==> config.mk <==
export PLATFORM = sky130hd
export DESIGN_NAME = move8_engine
export DESIGN_NICKNAME = d
export VERILOG_FILES = /design/src/rtl/move8_pkg.sv /design/src/rtl/move8_decode.sv /design/src/rtl/move8_regfile.sv /design/src/rtl/move8_engine.sv
export SDC_FILE = /design/constraint.sdc
export NUM_CORES = 1
export LEC_CHECK = 0
export ABC_CLOCK_PERIOD_IN_PS = 2700
export BUFFER_PORTS_ARGS = -buffer_cell sky130_fd_sc_hd__buf_2
export CAP_MARGIN = 10
export CORE_UTILIZATION = 35
export CTS_BUF_LIST = sky130_fd_sc_hd__clkbuf_8
export DETAILED_ROUTE_END_ITERATION = 8
export SYNTH_ARGS = -nofsm -noshare
export SYNTH_HDL_FRONTEND = slang
export SYNTH_SLANG_ARGS = --single-unit
export TNS_END_PERCENT = 50
==> constraint.sdc <==
create_clock -name clk -period 2.7 [get_ports clk]
set_input_delay 0.27 -clock clk [delete_from_list [all_inputs] [get_ports clk]]
set_output_delay 0.27 -clock clk [all_outputs]
set_load 0.005 [all_outputs]
==> src/rtl/move8_pkg.sv <==
package move8_pkg;

    localparam int BYTE_W    = 8;
    localparam int NUM_SLOTS = 8;
    localparam int SLOT_W    = $clog2(NUM_SLOTS);
    localparam int PTR_W     = 2 * BYTE_W;

    localparam logic [SLOT_W-1:0] SLOT_B   = 3'd0;
    localparam logic [SLOT_W-1:0] SLOT_C   = 3'd1;
    localparam logic [SLOT_W-1:0] SLOT_D   = 3'd2;
    localparam logic [SLOT_W-1:0] SLOT_E   = 3'd3;
    localparam logic [SLOT_W-1:0] SLOT_H   = 3'd4;
    localparam logic [SLOT_W-1:0] SLOT_L   = 3'd5;
    localparam logic [SLOT_W-1:0] SLOT_MEM = 3'd6;
    localparam logic [SLOT_W-1:0] SLOT_A   = 3'd7;

    typedef enum logic [2:0] {
        K_RR,
        K_IMM_R,
        K_MEM_R,
        K_REG_M,
        K_IMM_M,
        K_ILL
    } kind_e;

    typedef enum logic [1:0] {
        P_BC,
        P_DE,
        P_HL
    } ptr_e;

    typedef struct packed {
        kind_e             kind;
        logic [SLOT_W-1:0] dst;
        logic [SLOT_W-1:0] src;
        ptr_e              ptr;
    } dec_t;

    typedef enum logic {
        S_IDLE,
        S_RUN
    } state_e;

    typedef enum logic [1:0] {
        PH_OP,
        PH_IMM,
        PH_RD,
        PH_WR
    } phase_e;

endpackage

==> src/rtl/move8_decode.sv <==
module move8_decode
    import move8_pkg::*;
(
    input  logic [BYTE_W-1:0] op_i,
    output dec_t              dec_o
);

    logic [SLOT_W-1:0] f_dst;
    logic [SLOT_W-1:0] f_src;

    assign f_dst = op_i[5:3];
    assign f_src = op_i[2:0];

    always_comb begin
        dec_o.kind = K_ILL;
        dec_o.dst  = f_dst;
        dec_o.src  = f_src;
        dec_o.ptr  = P_HL;
        if (op_i[7:6] == 2'b01) begin
            if (f_dst == SLOT_MEM && f_src == SLOT_MEM) begin
                dec_o.kind = K_ILL;
            end else if (f_src == SLOT_MEM) begin
                dec_o.kind = K_MEM_R;
            end else if (f_dst == SLOT_MEM) begin
                dec_o.kind = K_REG_M;
            end else begin
                dec_o.kind = K_RR;
            end
        end else if (op_i[7:6] == 2'b00 && f_src == 3'b110) begin
            dec_o.kind = (f_dst == SLOT_MEM) ? K_IMM_M : K_IMM_R;
        end else if (op_i == 8'h0A) begin
            dec_o.kind = K_MEM_R;
            dec_o.dst  = SLOT_A;
            dec_o.ptr  = P_BC;
        end else if (op_i == 8'h1A) begin
            dec_o.kind = K_MEM_R;
            dec_o.dst  = SLOT_A;
            dec_o.ptr  = P_DE;
        end
    end

endmodule

==> src/rtl/move8_regfile.sv <==
module move8_regfile
    import move8_pkg::*;
(
    input  logic                        clk,
    input  logic                        rst_n,
    input  logic                        wr_en_i,
    input  logic [SLOT_W-1:0]           wr_slot_i,
    input  logic [BYTE_W-1:0]           wr_data_i,
    output logic [NUM_SLOTS*BYTE_W-1:0] slots_o
);

    logic [BYTE_W-1:0] slot_d [NUM_SLOTS];
    logic [BYTE_W-1:0] slot_q [NUM_SLOTS];

    always_comb begin
        for (int i = 0; i < NUM_SLOTS; i++) begin
            slot_d[i] = slot_q[i];
        end
        if (wr_en_i && wr_slot_i != SLOT_MEM) begin
            slot_d[wr_slot_i] = wr_data_i;
        end
    end

    always_ff @(posedge clk) begin
        for (int i = 0; i < NUM_SLOTS; i++) begin
            if (!rst_n) begin
                slot_q[i] <= '0;
            end else begin
                slot_q[i] <= slot_d[i];
            end
        end
    end

    for (genvar g = 0; g < NUM_SLOTS; g++) begin : g_pack
        if (g == int'(SLOT_MEM)) begin : g_hole
            assign slots_o[g*BYTE_W +: BYTE_W] = '0;
        end else begin : g_reg
            assign slots_o[g*BYTE_W +: BYTE_W] = slot_q[g];
        end
    end

endmodule

==> src/rtl/move8_engine.sv <==
module move8_engine
    import move8_pkg::*;
#(
    parameter int MC_CLKS  = 4,
    parameter int RESET_PC = 0,
    localparam int CNT_W   = $clog2(3 * MC_CLKS + 1),
    localparam int TC_W    = $clog2(MC_CLKS)
) (
    input  logic                        clk,
    input  logic                        rst_n,
    input  logic                        start_i,
    output logic                        busy_o,
    output logic                        done_o,
    output logic [CNT_W-1:0]            cost_o,
    output logic                        illegal_o,
    output logic [PTR_W-1:0]            mem_addr_o,
    output logic [BYTE_W-1:0]           mem_wdata_o,
    output logic                        mem_we_o,
    input  logic [BYTE_W-1:0]           mem_rdata_i,
    output logic [PTR_W-1:0]            pc_o,
    output logic [NUM_SLOTS*BYTE_W-1:0] regs_o
);

    localparam logic [TC_W-1:0] TC_LAST = TC_W'(MC_CLKS - 1);

    typedef struct packed {
        state_e            state;
        phase_e            phase;
        logic [TC_W-1:0]   tcnt;
        logic [CNT_W-1:0]  cnt;
        dec_t              dec;
        logic [PTR_W-1:0]  pc;
        logic [PTR_W-1:0]  addr;
        logic              we;
        logic [BYTE_W-1:0] wdata;
        logic              done;
        logic [CNT_W-1:0]  cost;
        logic              ill;
    } ctl_t;

    ctl_t ctl_d, ctl_q;

    dec_t                        dec_w;
    logic [NUM_SLOTS*BYTE_W-1:0] slots_w;
    logic [BYTE_W-1:0]           slot_val [NUM_SLOTS];
    logic                        rf_we;
    logic [SLOT_W-1:0]           rf_slot;
    logic [BYTE_W-1:0]           rf_data;
    logic [PTR_W-1:0]            ptr_bc, ptr_de, ptr_hl;
    logic [PTR_W-1:0]            ptr_sel;

    move8_decode dec_i (
        .op_i  (mem_rdata_i),
        .dec_o (dec_w)
    );

    move8_regfile rf_i (
        .clk       (clk),
        .rst_n     (rst_n),
        .wr_en_i   (rf_we),
        .wr_slot_i (rf_slot),
        .wr_data_i (rf_data),
        .slots_o   (slots_w)
    );

    for (genvar g = 0; g < NUM_SLOTS; g++) begin : g_unpack
        assign slot_val[g] = slots_w[g*BYTE_W +: BYTE_W];
    end

    assign ptr_bc = {slot_val[SLOT_B], slot_val[SLOT_C]};
    assign ptr_de = {slot_val[SLOT_D], slot_val[SLOT_E]};
    assign ptr_hl = {slot_val[SLOT_H], slot_val[SLOT_L]};

    always_comb begin
        case (dec_w.ptr)
            P_BC:    ptr_sel = ptr_bc;
            P_DE:    ptr_sel = ptr_de;
            default: ptr_sel = ptr_hl;
        endcase
    end

    always_comb begin
        ctl_d   = ctl_q;
        ctl_d.done = 1'b0;
        rf_we   = 1'b0;
        rf_slot = '0;
        rf_data = '0;

        case (ctl_q.state)
            S_IDLE: begin
                if (start_i) begin
                    ctl_d.state = S_RUN;
                    ctl_d.phase = PH_OP;
                    ctl_d.tcnt  = '0;
                    ctl_d.cnt   = CNT_W'(1);
                    ctl_d.addr  = ctl_q.pc;
                    ctl_d.we    = 1'b0;
                    ctl_d.ill   = 1'b0;
                end
            end
            default: begin
                ctl_d.tcnt = ctl_q.tcnt + TC_W'(1);
                ctl_d.cnt  = ctl_q.cnt + CNT_W'(1);
                ctl_d.we   = 1'b0;
                if (ctl_q.tcnt == TC_LAST) begin
                    ctl_d.tcnt = '0;
                    case (ctl_q.phase)
                        PH_OP: begin
                            ctl_d.pc  = ctl_q.pc + PTR_W'(1);
                            ctl_d.dec = dec_w;
                            case (dec_w.kind)
                                K_RR: begin
                                    rf_we   = 1'b1;
                                    rf_slot = dec_w.dst;
                                    rf_data = slot_val[dec_w.src];
                                    ctl_d.state = S_IDLE;
                                end
                                K_IMM_R, K_IMM_M: begin
                                    ctl_d.phase = PH_IMM;
                                    ctl_d.addr  = ctl_q.pc + PTR_W'(1);
                                end
                                K_MEM_R: begin
                                    ctl_d.phase = PH_RD;
                                    ctl_d.addr  = ptr_sel;
                                end
                                K_REG_M: begin
                                    ctl_d.phase = PH_WR;
                                    ctl_d.addr  = ptr_hl;
                                    ctl_d.we    = 1'b1;
                                    ctl_d.wdata = slot_val[dec_w.src];
                                end
                                default: begin
                                    ctl_d.ill   = 1'b1;
                                    ctl_d.state = S_IDLE;
                                end
                            endcase
                        end
                        PH_IMM: begin
                            ctl_d.pc = ctl_q.pc + PTR_W'(1);
                            if (ctl_q.dec.kind == K_IMM_R) begin
                                rf_we   = 1'b1;
                                rf_slot = ctl_q.dec.dst;
                                rf_data = mem_rdata_i;
                                ctl_d.state = S_IDLE;
                            end else begin
                                ctl_d.phase = PH_WR;
                                ctl_d.addr  = ptr_hl;
                                ctl_d.we    = 1'b1;
                                ctl_d.wdata = mem_rdata_i;
                            end
                        end
                        PH_RD: begin
                            rf_we   = 1'b1;
                            rf_slot = ctl_q.dec.dst;
                            rf_data = mem_rdata_i;
                            ctl_d.state = S_IDLE;
                        end
                        default: begin
                            ctl_d.state = S_IDLE;
                        end
                    endcase
                    if (ctl_d.state == S_IDLE) begin
                        ctl_d.done = 1'b1;
                        ctl_d.cost = ctl_q.cnt;
                    end
                end
            end
        endcase
    end

    always_ff @(posedge clk) begin
        if (!rst_n) begin
            ctl_q       <= '0;
            ctl_q.state <= S_IDLE;
            ctl_q.phase <= PH_OP;
            ctl_q.pc    <= PTR_W'(RESET_PC);
        end else begin
            ctl_q <= ctl_d;
        end
    end

    assign busy_o      = (ctl_q.state == S_RUN);
    assign done_o      = ctl_q.done;
    assign cost_o      = ctl_q.cost;
    assign illegal_o   = ctl_q.ill;
    assign mem_addr_o  = ctl_q.addr;
    assign mem_wdata_o = ctl_q.wdata;
    assign mem_we_o    = ctl_q.we;
    assign pc_o        = ctl_q.pc;
    assign regs_o      = slots_w;

endmodule

==> impl_summary.md <==
Placement
The half-perimeter wire length after placement is 15700 um. The worst slack at placement is ~110 ps. The congestion estimate from routability-driven global placement came to approximately 0.88. The post-detailed-placement cell area is 0.00742 mm2. The total of buffers placed on input and output ports is approximately 110.

Layout
The number of antenna diodes is 0. The share of post-route cells with drive strength above 1 is a little over a quarter. The area overhead of the layout relative to synthesis is 17.1%. After routing the design area is between 0.007 and 0.008 mm2. The final layout net count is 875.

STA
The transition time at the pin with the least slew margin is a little over 900 ps. The count of final hold-check violations is 0. The count of final max-slew check failures is 0.

The shortest period the worst path allows is ~2300 ps. Adding up every negative setup slack in the final design gives 0 ps. In the finished design, the share of the clock period the worst path needs comes to between 80 and 90%. Measured against its own limit, the worst slew margin works out to between 30% and 40%.

The clock arrives with 17.3 ps of skew. Across all setup checks in the final design, the least slack found is between 400 and 500 ps. Setup repair after global routing left no endpoint under its margin. The tightest hold margin is between 150 and 200 ps. The maximum frequency from static timing analysis is roughly 440 MHz. Setup violations remaining at the end of the flow were counted as 0.

Synth
The share of the Yosys chip area taken by registers is a little over a third. The leading area contributor after synthesis is dfxtp_1. The cell area that synthesis handed to floorplanning was 0.00667 mm2. Of the total synthesized cell area, the portion taken by AND, OR, NAND and NOR gates is a little under a fifth. Of the total synthesized cell area, the portion taken by XOR and XNOR cells is ~3.2%.

The combinational family with the most area after synthesis is simple AND/OR/NAND/NOR gates. Counting instances in the post-synthesis netlist gives the leading cell types as 118 x dfxtp_1, 106 x nand2_1, 70 x mux2i_1, 55 x o21ai_0. In the synthesized netlist the async set-or-reset flop fraction comes to 0%. The average size of a mapped cell is ~8.6 um2.

The predominant post-synthesis flop cell is dfxtp_1. The post-synthesis share of cell area spent on full adders, half adders and majority gates is 0.750%. Summing the areas of all compound-gate instances in the mapped netlist gives 17.3% of the synthesized area. Synthesis instantiated 73 different standard cells from the library. The fraction of post-synthesis cell area in the top cell type by area is 35.4%. The most frequent cell after synthesis is dfxtp_1. The number of storage elements in the synthesis netlist is ~120. The number of instances in the synthesized netlist is 775. Yosys printed 0 warnings. The multiplexer fraction of the synthesized cell area is between 10% and 20%. The number of synthesized flops with an enable pin is 0. Ranked by total cell area, the synthesized netlist is headed by dfxtp_1 35%, mux2i_1 11%, nand2_1 6.0%.

Route
The number of optimization iterations in the first detailed-route pass is 5. The count of nets left with antenna violations once routing finished came out at 0. In the final routed layout, each cell accounts on average for roughly 19 um. After detailed routing, the total wire length is ~22000 um. The vias after detailed routing is 6122. The via-per-instance ratio is between 5 and 6. The initial DRC count is about 470. The final routed DRC violation total is 0.

Critical path
For this design, the slowest cell found on the critical path is or4_4. The combined buffer and inverter count along the critical path is 0. The sort of element at the end of the critical path is a register. Along the worst path, the maximum fanout reaches 9.

The startpoint class of the critical path is a register. In this run the worst setup path terminates at rf_i.slot_q[0][25]$_SDFFE_PN0P_. The number of cells on the worst reg-to-reg path is 6. On the worst path, the slowest cell contributes a delay of 550 ps. The classification of the worst setup path is reg -> reg. The minimum setup slack among reg-to-reg paths is slightly above 400 ps.

The startpoint of the lowest-slack register-to-register path is ctl_q[65]$_SDFFE_PN0P_. For the worst setup path, the data arrival time is 2670 ps. The launching instance or port of the critical path is ctl_q[65]$_SDFFE_PN0P_. The signal on the critical path passes through or2_2, or4_4, a2bb2oi_2, nand2b_4, nor2_8, mux2i_1. In this run the number of cells on the critical path is 6. The cell family contributing the most delay on the critical path is simple AND/OR/NAND/NOR gates. The reg-to-reg endpoint is rf_i.slot_q[0][25]$_SDFFE_PN0P_. The required arrival time at the worst endpoint is ~3000 ps.

Floorplanning
The floorplan step defined a core boundary enclosing around 0.019 mm2. The height of the chip is between 100 and 150 um. The initial cell density of the core is between 30% and 40%. The die covers about 0.020 mm2. around 120 I/O pins were placed. The overall die width is 140 um. The floorplan has 50 rows.

Clock network
The buffer depth of the longest clock path is 2. The later-pin clock latency in the skew report is about 460 ps. Clock-pin slew was measured on the worst setup and hold paths at ~70 ps.

The tree is rooted in a clkbuf_8. The number of setup buffers added after CTS is 0. The H-tree was split into 4 levels. The quantity of gates resized following cts is 0. Hold repair after CTS inserted 0 buffers. The TritonCTS buffer count is 17. TritonCTS built the clock tree. The TritonCTS sink count is roughly 120.

Pwr
The maximum VDD drop is between 0.3 and 0.4 mV. The switching component of the power is 1.01 mW. In this run the static leakage power is approximately 3.3 nW. The internal power summed over all cells is 2.69 mW. The net switching fraction of the power is between 20% and 30%. The proportion of power drawn by the clock network is 45.2%. The combinational group share of total power is 6.8%. After layout, the design draws a total of 3.70 mW.

Registers are responsible for 48.0% of the overall power. The power per cell area is 474 mW/mm2.

Global routing
The number of global-route vias before repair is approximately 5800. Entering global routing, the biggest net connects 57 pins. The first-pass GRT wire length is 33400 um. The initial antenna violation count is 0. Across every metal layer, demand over resource in global routing totals 22.2%.

Global routing finished with a remaining overflow of 0.

Run
The tool flagged a number of max-cap violations equal to 0.

Hold path
The type of the worst min-delay path is in -> reg.

Status
The flow ran to the end, and the final reports show no timing, DRC or antenna violations.
[per-stage QoR]
stage	std cells	utilization, %
3_5_place_dp	1075	39.6
3_3_place_gp	1075	39.6
5_1_grt	1107	41.8
4_1_cts	1107	41.8
6_report	1107	41.8
2_1_floorplan	782	-
[layout by cell type, fill, tap and decap left out, types with 4 or more instances in the layout]
| cell type | n |
|---|---|
| dfxtp_1 | 118 |
| buf_2 | 114 |
| nand2_1 | 106 |
| mux2i_1 | 70 |
| o21ai_0 | 55 |
| nor2_1 | 52 |
| buf_4 | 44 |
| a21oi_1 | 35 |
| a22oi_1 | 21 |
| clkbuf_8 | 17 |
| nand3_1 | 13 |
| xor2_1 | 13 |
| nor3_1 | 13 |
| a31oi_1 | 11 |
| a221oi_1 | 11 |
| xnor2_1 | 11 |
| mux2_2 | 9 |
| nor2b_1 | 8 |
| mux4_2 | 8 |
| conb_1 | 8 |
| inv_1 | 7 |
| nor3b_1 | 7 |
| or3_1 | 6 |
| o211ai_1 | 6 |
| a211oi_1 | 6 |
| inv_6 | 6 |
| nand4_1 | 5 |
| buf_12 | 5 |
| nand3b_1 | 4 |
| and2_1 | 4 |
| o22ai_1 | 4 |
| o221ai_1 | 4 |
| nor2_8 | 4 |
[tightest hold or removal path, cell delays in order]
cell and delay [ps]:
buf_2 120, a221oi_1 100, nor2_1 100
[registers in the layout (all words and copies together), names as in the netlist]
name and flops:
cost_o 4, illegal_o 1, pc_o 16, rf_i.slot_q 56, mem_addr_o 16, done_o 1
ctl_q 14, mem_wdata_o 8, mem_we_o 1, busy_o 1
[metal layers]
metal	track usage [%]	part of all wire (%)
met1	29.1	44
met4	8.39	2.5
met5	0	0
met3	4.48	5.8
met2	36.0	47
[area by class of cell]
cell class	instances	area (um2)
clock buffers	17	234
fillers	1899	10900
clock inverters	15	166
multi-input cells	552	3730
inverters	8	30.0
flip-flops and latches	118	2360
well taps	234	293
repair buffers	163	1000
[power by group through the flow]
stage | clock network (mW) | registers, mW | logic (mW)
finish | 1.67 | 1.78 | 0.251
detailed placement | 0 | 1.82 | 0.249
floorplan | 0 | 1.81 | 0.187
CTS | 1.71 | 1.78 | 0.251
global route | 1.79 | 1.78 | 0.273
global placement | 0 | 1.82 | 0.249
[worst min-delay path by stage]
stage | cells after the start | slack, ps | end | from
CTS | 3 | 150 | mem_wdata_o[1]$_SDFFE_PN0P_ | mem_rdata_i[1]
global placement | 2 | 450 | ctl_q[55]$_SDFFE_PN0P_ | ctl_q[55]$_SDFFE_PN0P_
detailed placement | 2 | 450 | ctl_q[55]$_SDFFE_PN0P_ | ctl_q[55]$_SDFFE_PN0P_
global route | 3 | 190 | ctl_q[58]$_SDFFE_PN0P_ | start_i
floorplan | 2 | 410 | ctl_q[52]$_SDFFE_PN0P_ | mem_rdata_i[3]
finish | 3 | 170 | mem_wdata_o[1]$_SDFFE_PN0P_ | mem_rdata_i[1]
[kinds of logic after synthesis]
family	count (synthesis)
AOI/OAI and AO/OA	180
xor gates and xnor gates	24
adders and majority gates	4
buffers and inverters	112
DFF	118
muxes	87
other	1
and+or+nand+nor	249
Note: power is estimated with default switching activity, not from simulation.
